===== config.mk =====
export PLATFORM = sky130hd
export DESIGN_NAME = pac_corrector
export DESIGN_NICKNAME = d
export VERILOG_FILES = /design/src/rtl/pac_pkg.sv /design/src/rtl/pac_delay_line.sv /design/src/rtl/pac_weighted_sum.sv /design/src/rtl/pac_corrector.sv
export SDC_FILE = /design/constraint.sdc
export NUM_CORES = 1
export LEC_CHECK = 0
export ABC_CLOCK_PERIOD_IN_PS = 1900
export CORE_MARGIN = 5
export CORE_UTILIZATION = 51
export CTS_CLUSTER_DIAMETER = 30
export DETAILED_ROUTE_END_ITERATION = 16
export PLACE_DENSITY = 0.77
export SLEW_MARGIN = 20
export SYNTH_ARGS = -nofsm -noshare
export SYNTH_HDL_FRONTEND = slang
export SYNTH_SLANG_ARGS = --single-unit

===== constraint.sdc =====
create_clock -name clk -period 1.9 [get_ports clk]
set_input_delay 0.285 -clock clk [delete_from_list [all_inputs] [get_ports clk]]
set_output_delay 0.285 -clock clk [all_outputs]
set_load 0.02 [all_outputs]

===== src/rtl/pac_pkg.sv =====
`timescale 1ns/1ps
package pac_pkg;
   typedef logic [1:0] pac_code_t;

   localparam pac_code_t PAC_LOW  = 2'b00;
   localparam pac_code_t PAC_MID  = 2'b01;
   localparam pac_code_t PAC_HIGH = 2'b10;
   localparam pac_code_t PAC_BAD  = 2'b11;

   localparam int PAC_MIN_STAGES = 2;
   localparam int PAC_MAX_STAGES = 16;

   // Illegal decisions count as the middle level.
   function automatic pac_code_t pac_fix(pac_code_t c);
      return (c == PAC_BAD) ? PAC_MID : c;
   endfunction

   function automatic logic pac_is_bad(pac_code_t c);
      return c == PAC_BAD;
   endfunction
endpackage


===== src/rtl/pac_delay_line.sv =====
`timescale 1ns/1ps
module pac_delay_line #(
   parameter int WIDTH = 2,
   parameter int DEPTH = 1
) (
   input  logic             clk,
   input  logic             rst_n,
   input  logic [WIDTH-1:0] d,
   output logic [WIDTH-1:0] q
);
   if (WIDTH < 1) begin : g_bad_width
      $error("pac_delay_line: WIDTH must be at least 1");
   end
   if (DEPTH < 1) begin : g_bad_depth
      $error("pac_delay_line: DEPTH must be at least 1");
   end

   logic [WIDTH-1:0] sr [DEPTH];

   always_ff @(posedge clk or negedge rst_n) begin
      if (!rst_n) begin
         for (int i = 0; i < DEPTH; i++) sr[i] <= '0;
      end else begin
         sr[0] <= d;
         for (int i = 1; i < DEPTH; i++) sr[i] <= sr[i-1];
      end
   end

   assign q = sr[DEPTH-1];
endmodule


===== src/rtl/pac_weighted_sum.sv =====
`timescale 1ns/1ps
module pac_weighted_sum
   import pac_pkg::*;
#(
   parameter int NUM_STAGES = 6,
   localparam int OUT_W  = NUM_STAGES + 1,
   localparam int CODE_W = 2 * NUM_STAGES
) (
   input  logic              clk,
   input  logic              rst_n,
   input  logic              lane_valid,
   input  logic [CODE_W-1:0] lanes,
   output logic              out_valid,
   output logic [OUT_W-1:0]  out_word,
   output logic              err_sticky
);
   localparam logic [OUT_W-1:0] WORD_MAX = OUT_W'((2 ** OUT_W) - 2);

   pac_code_t             fixed [NUM_STAGES];
   logic [NUM_STAGES-1:0] bad;
   logic [OUT_W-1:0]      acc;

   for (genvar g = 0; g < NUM_STAGES; g++) begin : g_lane
      assign fixed[g] = pac_fix(lanes[2*g +: 2]);
      assign bad[g]   = pac_is_bad(lanes[2*g +: 2]);
   end

   // Lane 0 is stage 1 and carries weight 2^(K-1); the last lane weighs 1.
   always_comb begin
      acc = '0;
      for (int i = 0; i < NUM_STAGES; i++) begin
         acc = acc + (OUT_W'(fixed[i]) << (NUM_STAGES - 1 - i));
      end
   end

   always_ff @(posedge clk or negedge rst_n) begin
      if (!rst_n) begin
         out_valid  <= 1'b0;
         out_word   <= '0;
         err_sticky <= 1'b0;
      end else begin
         out_valid <= lane_valid;
         if (lane_valid) begin
            out_word <= acc;
            if (|bad) err_sticky <= 1'b1;
         end
      end
   end

   a_r3_word_range: assert property (@(posedge clk) disable iff (!rst_n)
      out_valid |-> (out_word <= WORD_MAX));

   a_r5_err_sticky: assert property (@(posedge clk) disable iff (!rst_n)
      err_sticky |=> err_sticky);

   a_r6_err_cause: assert property (@(posedge clk) disable iff (!rst_n)
      $rose(err_sticky) |-> ($past(lane_valid) && out_valid));
endmodule


===== src/rtl/pac_corrector.sv =====
`timescale 1ns/1ps
module pac_corrector
   import pac_pkg::*;
#(
   parameter int NUM_STAGES = 6
) (
   input  logic                    clk,
   input  logic                    rst_n,
   input  logic                    in_valid,
   input  logic [2*NUM_STAGES-1:0] stage_codes,
   output logic                    out_valid,
   output logic [NUM_STAGES:0]     out_word,
   output logic                    err_sticky
);
   localparam int CODE_W = 2 * NUM_STAGES;
   localparam int VALID_DEPTH = NUM_STAGES - 1;

   if (NUM_STAGES < PAC_MIN_STAGES || NUM_STAGES > PAC_MAX_STAGES) begin : g_bad_stages
      $error("pac_corrector: NUM_STAGES out of supported range");
   end

   logic [CODE_W-1:0] aligned;
   logic              align_valid;

   // Stage n (lane n-1) is delayed by K-n clocks; the last stage passes straight through.
   for (genvar g = 0; g < NUM_STAGES; g++) begin : g_align
      if (g == NUM_STAGES - 1) begin : g_direct
         assign aligned[2*g +: 2] = stage_codes[2*g +: 2];
      end else begin : g_delay
         pac_delay_line #(
            .WIDTH (2),
            .DEPTH (NUM_STAGES - 1 - g)
         ) u_lane (
            .clk   (clk),
            .rst_n (rst_n),
            .d     (stage_codes[2*g +: 2]),
            .q     (aligned[2*g +: 2])
         );
      end
   end

   pac_delay_line #(
      .WIDTH (1),
      .DEPTH (VALID_DEPTH)
   ) u_valid (
      .clk   (clk),
      .rst_n (rst_n),
      .d     (in_valid),
      .q     (align_valid)
   );

   pac_weighted_sum #(
      .NUM_STAGES (NUM_STAGES)
   ) u_sum (
      .clk        (clk),
      .rst_n      (rst_n),
      .lane_valid (align_valid),
      .lanes      (aligned),
      .out_valid  (out_valid),
      .out_word   (out_word),
      .err_sticky (err_sticky)
   );

   a_r4_valid_src: assert property (@(posedge clk) disable iff (!rst_n)
      out_valid |-> $past(align_valid));

   a_r8_word_hold: assert property (@(posedge clk) disable iff (!rst_n)
      !align_valid |=> $stable(out_word));
endmodule


Word-level counts from Yosys, hierarchy flattened
Index checks and enable logic that the tools add are counted.
Word-level totals
  output and inout bits: 9
  flip-flop bits (word level): 44
  input port bits: 15
Cells by class
  add/subtract/negate cells: 5
  equal/unequal tests: 6
  reduce and logical (&&, ||, !) cells: 2
  muxes and demuxes: 6
Operators with widths (number)
  $eq A2 B2 Y1 const B: 6
  $mux W2: 6
  $add A7 B2 Y7: 1
  $add A7 B3 Y7: 1
  $add A7 B4 Y7: 1
  $add A7 B5 Y7: 1
  $add A7 B6 Y7: 1
  $reduce_or A6 Y1: 1
  $reduce_and A2 Y1: 1

Longest topological paths before layout
  depth in word-level cells: 7
  mapped depth: 6
  gate-level depth less buffers: 6

Cells and area by module
Synthesis repeated with hierarchy kept, for this count alone.
Unflattened totals
  cells, all modules: 104
  area, all modules: 1549.0 um^2
By module, submodules not included
  pac_weighted_sum: times used 1, sequential area each 225.2 um^2, area an instance 613.1 um^2, cells an instance 61
  pac_delay_line (g_align[0].g_delay.u_lane): times used 1, sequential area each 250.2 um^2, area an instance 265.3 um^2, cells an instance 12
  pac_delay_line (g_align[1].g_delay.u_lane): times used 1, sequential area each 200.2 um^2, area an instance 215.2 um^2, cells an instance 10
  pac_delay_line (g_align[2].g_delay.u_lane): times used 1, sequential area each 150.1 um^2, area an instance 165.2 um^2, cells an instance 8
  pac_delay_line (u_valid): times used 1, sequential area each 125.1 um^2, area an instance 125.1 um^2, cells an instance 5
  pac_delay_line (g_align[3].g_delay.u_lane): times used 1, sequential area each 100.1 um^2, area an instance 115.1 um^2, cells an instance 6
  pac_delay_line (g_align[4].g_delay.u_lane): times used 1, sequential area each 50.0 um^2, area an instance 50.0 um^2, cells an instance 2

Least setup slack after synthesis
Ideal clock, no wire load.
  path kind: register to register
  start point: reg g_align[3].g_delay.u_lane.sr (netlist bit g_align[3].g_delay.u_lane.q[1])
  end point: reg u_sum.out_word[6]
  path slack: 259 ps
  data arrival time: 1510 ps
  setup time: 131 ps
  path buffers: 0
  clock period less this slack: 1641 ps
  cell stages (with the launch flop): 6
  required time: 1769 ps
  path through: dfrtp_1 nor2b_1 ha_1 o211ai_2 o2111a_1 or3_1
On the way
  longest elaborated chain between the ends: 5
Ends and longest elaborated chain
  start: declaration: RTL line pac_delay_line.sv:18  | logic [WIDTH-1:0] sr [DEPTH];
  $eq A2 B2 Y1: RTL line pac_pkg.sv:15  | return (c == PAC_BAD) ? PAC_MID : c;
  $mux W2 (*): RTL line pac_pkg.sv:15
  $add A7 B4 Y7 (*): RTL line pac_weighted_sum.sv:32  | acc = acc + (OUT_W'(fixed[i]) << (NUM_STAGES - 1 - i));
  $add A7 B3 Y7 (*): RTL line pac_weighted_sum.sv:32
  $add A7 B2 Y7 (*): RTL line pac_weighted_sum.sv:32
  end signal: assignment: RTL line pac_weighted_sum.sv:39  | out_word <= '0;
  end signal: assignment: RTL line pac_weighted_sum.sv:44  | out_word <= acc;
  end: declaration: RTL line pac_weighted_sum.sv:14  | output logic [OUT_W-1:0] out_word,
Mark *: on every way between the ends. The rest lies on a longest branch, timed or not.
A chain may end at the register's enable or synchronous reset.

Worst setup path after layout
  start point: reg g_align[4].g_delay.u_lane.sr (netlist bit g_align[4].g_delay.u_lane.q[0])
  end point: reg u_sum.out_word[6]
On the way
  longest elaborated chain between the ends: 4
Ends and longest elaborated chain (RTL line)
  start: declaration: pac_delay_line.sv:18
  $eq A2 B2 Y1: pac_pkg.sv:15
  $mux W2 (*): pac_pkg.sv:15
  $add A7 B3 Y7 (*): pac_weighted_sum.sv:32
  $add A7 B2 Y7 (*): pac_weighted_sum.sv:32
Marked as above.

==> results by group <==
Worst hold path
  • Worst Hold Class: reg2reg
  • WHS Path Cells: 0
  • Source of the worst hold timing path: g_align[2].g_delay.u_lane.sr[2]
  • Hold endpoint: g_align[2].g_delay.u_lane.q[0]

Layout
  • Synth-to-Final Area Change: 23.0%
  • Fill count: 208
  • Design Area, Final: 1830 um2
  • Final Util: 65.8%
  • Antenna Cells: 0
  • Area of the multi-input gates: 352 um2
  • Final #Nets: 146
  • FF+latch area: 1100 um2
  • Layout cells sized above 1: 13.5%

Global routing
  • Vias in the first global route: 886
  • GR Util All Layers: 12.5%
  • First-pass GRT wire length: 3860 um
  • Largest net degree at the start of global routing: 31
  • Global route overflow: 0
  • Antenna violations before repair: 0

Synthesis
  • Area leader, netlist: dfrtp_1
  • Most common cell in the netlist: dfrtp_1
  • Ys async rst share: 100%
  • FF+latch count, synth: 44
  • Top post-synthesis cells by count: dfrtp_1, nor2b_1, clkbuf_1, ha_1
  • Syn nets: 117
  • Yosys warnings: 0
  • Synth top area share: 74.0%
  • Sequential fraction of the synthesis area: 74.0%
  • Synth Instances: 96
  • Most common flop cell mapped by yosys: dfrtp_1
  • Mean Syn Cell Area: 15.5 um2
  • EDFF count, synth: 0
  • Area of the mapped netlist: 1490 um2
  • Ranking of synthesized cells by area: dfrtp_1, ha_1, nor2b_1, mux2_2, a22oi_1
  • Netlist cell types: 29

Setup path
  • Max incr delay on CP: 0.42 ns
  • Worst Setup End Kind: flip-flop
  • Crit Path Class: reg2reg
  • Reg2reg end: u_sum.out_word[6]
  • Worst path slowest cell: dfrtp_1
  • Critical-path cell list: nor2b_1, ha_1, a211oi_1, nor4_1, or3_1
  • CP bufs+invs: 0
  • Worst EP required: 2.12 ns
  • Arr. time, crit path: 2.01 ns
  • Crit path max fanout: 3
  • Largest delay share family, worst path: simple AND/OR/NAND/NOR gates
  • CP Launch Type: flip-flop
  • Reg2Reg Depth: 5
  • Worst reg2reg setup slack: 0.12 ns
  • Reg-to-Reg Start: g_align[4].g_delay.u_lane.q[0]

Clocking
  • Clock sink count: 44
  • CTS H-tree lvls: 2
  • Root Buffer: clkbuf_4
  • CTS Buf Count: 5
  • Latest clock arrival within the worst-skew pair: 0.34 ns
  • CTS tree: yes
  • Clock Tree Buf Depth: 2
  • Post-CTS Setup Repair Bufs: 0
  • # resized after CTS: 0
  • Clk pin slew, worst setup/hold paths: 0.12 ns

Place
  • Dpl cell area: 1760 um2
  • Port buffer count: 23
  • Setup WS pre-CTS: -0.128 ns
  • Post-DP HPWL: 1580 um
  • Final GP Congestion: 0.858

Drt
  • Initial DRC Count: 29
  • Number of remaining DRC errors: 0
  • M1 WL: 933 um
  • Routed vias/inst: 5.25
  • Routed met3 length: 152 um
  • WL final: 2160 um
  • Antenna-violating nets left: 0
  • Wire per inst: 13.7 um
  • Top Metal Used: met4
  • Met2 routed WL: 1060 um
  • DR pass1 iterations: 4
  • Total number of vias: 824

Timing
  • RSZ-0062 raised after global routing: no
  • Count of final max-slew check failures: 0
  • Minimum clock period: 1.78 ns
  • Least-Margin Pin Slew: 0.626 ns
  • Setup TNS Final: 0 ns
  • Tcrit/Tclk final: 93.9%
  • Hold violation total from the final report: 0
  • Fmax: 561 MHz
  • Relative slew slack: 58.3%
  • Final setup margin: 0.116 ns
  • Final Skew: 0.00621 ns
  • Final setup fails: 0

Floorplanning
  • Initial core utilization: 53.5%
  • Die Y: 64.0 um
  • Core footprint: 2780 um2
  • Boundary Pins: 24
  • Die area: 4100 um2
  • # rows: 19
  • Die width: 64.0 um

Power and ir drop
  • Pwr Density: 924 nW/um2
  • Worst ir drop on vdd: 0.785 mV
  • Static Leak: 0.808 nW
  • Tot Pwr: 1.69 mW

Job
  • Max_cap viols: 0

Run status
  • Status: completed
## state kept, by name (all words and copies together) (netlist names)
register	flops
u_valid.q	1
g_align.g_delay.u_lane.q	10
u_valid.sr	4
g_align.g_delay.u_lane.sr	20
u_sum.err_sticky	1
u_sum.out_valid	1
u_sum.out_word	7
## layout make-up
| cell class | count | share of cell area [%] |
|---|---|---|
| Sequential cell | 44 | 60.2 |
| Multi-Input combinational cell | 43 | 19.2 |
| Timing Repair Buffer | 28 | 14.5 |
| Clock buffer | 7 | 3.01 |
| Tap cell | 31 | 2.12 |
| Inverter | 3 | 0.615 |
| Clock inverter | 1 | 0.410 |
## routing by layer
layer  global-route usage, %  vias up
li1                        -      392
met1                    14.6      404
met2                    19.6       26
met3                    5.60        2
met4                    5.71        0
met5                       0        -
## where the power goes
group	switching, mW	internal (mW)
combinational	0.101	0.111
clock	0.271	0.181
sequential	0.0296	0.997
total	0.401	1.29
## worst max path at each step
stage	from	end	slack (ns)	depth (start not counted)
5_1_grt	g_align[4].g_delay.u_lane.q[0]	u_sum.out_word[6]	0.04	5
6_report	g_align[4].g_delay.u_lane.q[0]	u_sum.out_word[6]	0.12	5
3_5_place_dp	stage_codes[11]	u_sum.out_word[5]	-0.13	7
4_1_cts	g_align[4].g_delay.u_lane.q[0]	u_sum.out_word[6]	0.13	5
3_3_place_gp	stage_codes[11]	u_sum.out_word[5]	-0.06	7
2_1_floorplan	g_align[3].g_delay.u_lane.q[1]	u_sum.out_word[6]	0.26	5
## layout by cell type (no fill, tap or decap), types with 2 or more instances in the layout
cell type and count:
a22oi_1 3, or3_1 2, nand4_1 2, a21o_1 2, buf_4 4, mux2_2 3
dfrtp_1 44, a21oi_1 3, inv_1 3, nor2b_1 6, clkbuf_4 5, ha_1 5
clkdlybuf4s50_1 22
## logic make-up (layout without fill, tap and decap cells)
kind of cell / after synthesis / count (layout) / synth area share (%)
AO/OA/AOI/OAI: 15 / 15 / 7.74
XOR/XNOR: 1 / 1 / 0.589
adder cells (fa/ha/maj): 6 / 6 / 5.55
buffers and inverters: 9 / 39 / 2.35
flip-flops: 44 / 44 / 74.0
multiplexers: 3 / 3 / 2.27
AND/OR/NAND/NOR: 18 / 18 / 7.49
## stage by stage
step                std cells  hold WS (ns)
global placement          148         0.320
global route              157         0.323
CTS                       157         0.348
floorplan                  96       -0.0106
detailed placement        148         0.335
finish                    157         0.355
## what timing repair did
item,4_1_cts,5_1_grt
hold buffers,1,0
setup endpoints to repair,0,0
hold endpoints to repair,28,0
Note: power is estimated with default switching activity, not from simulation.
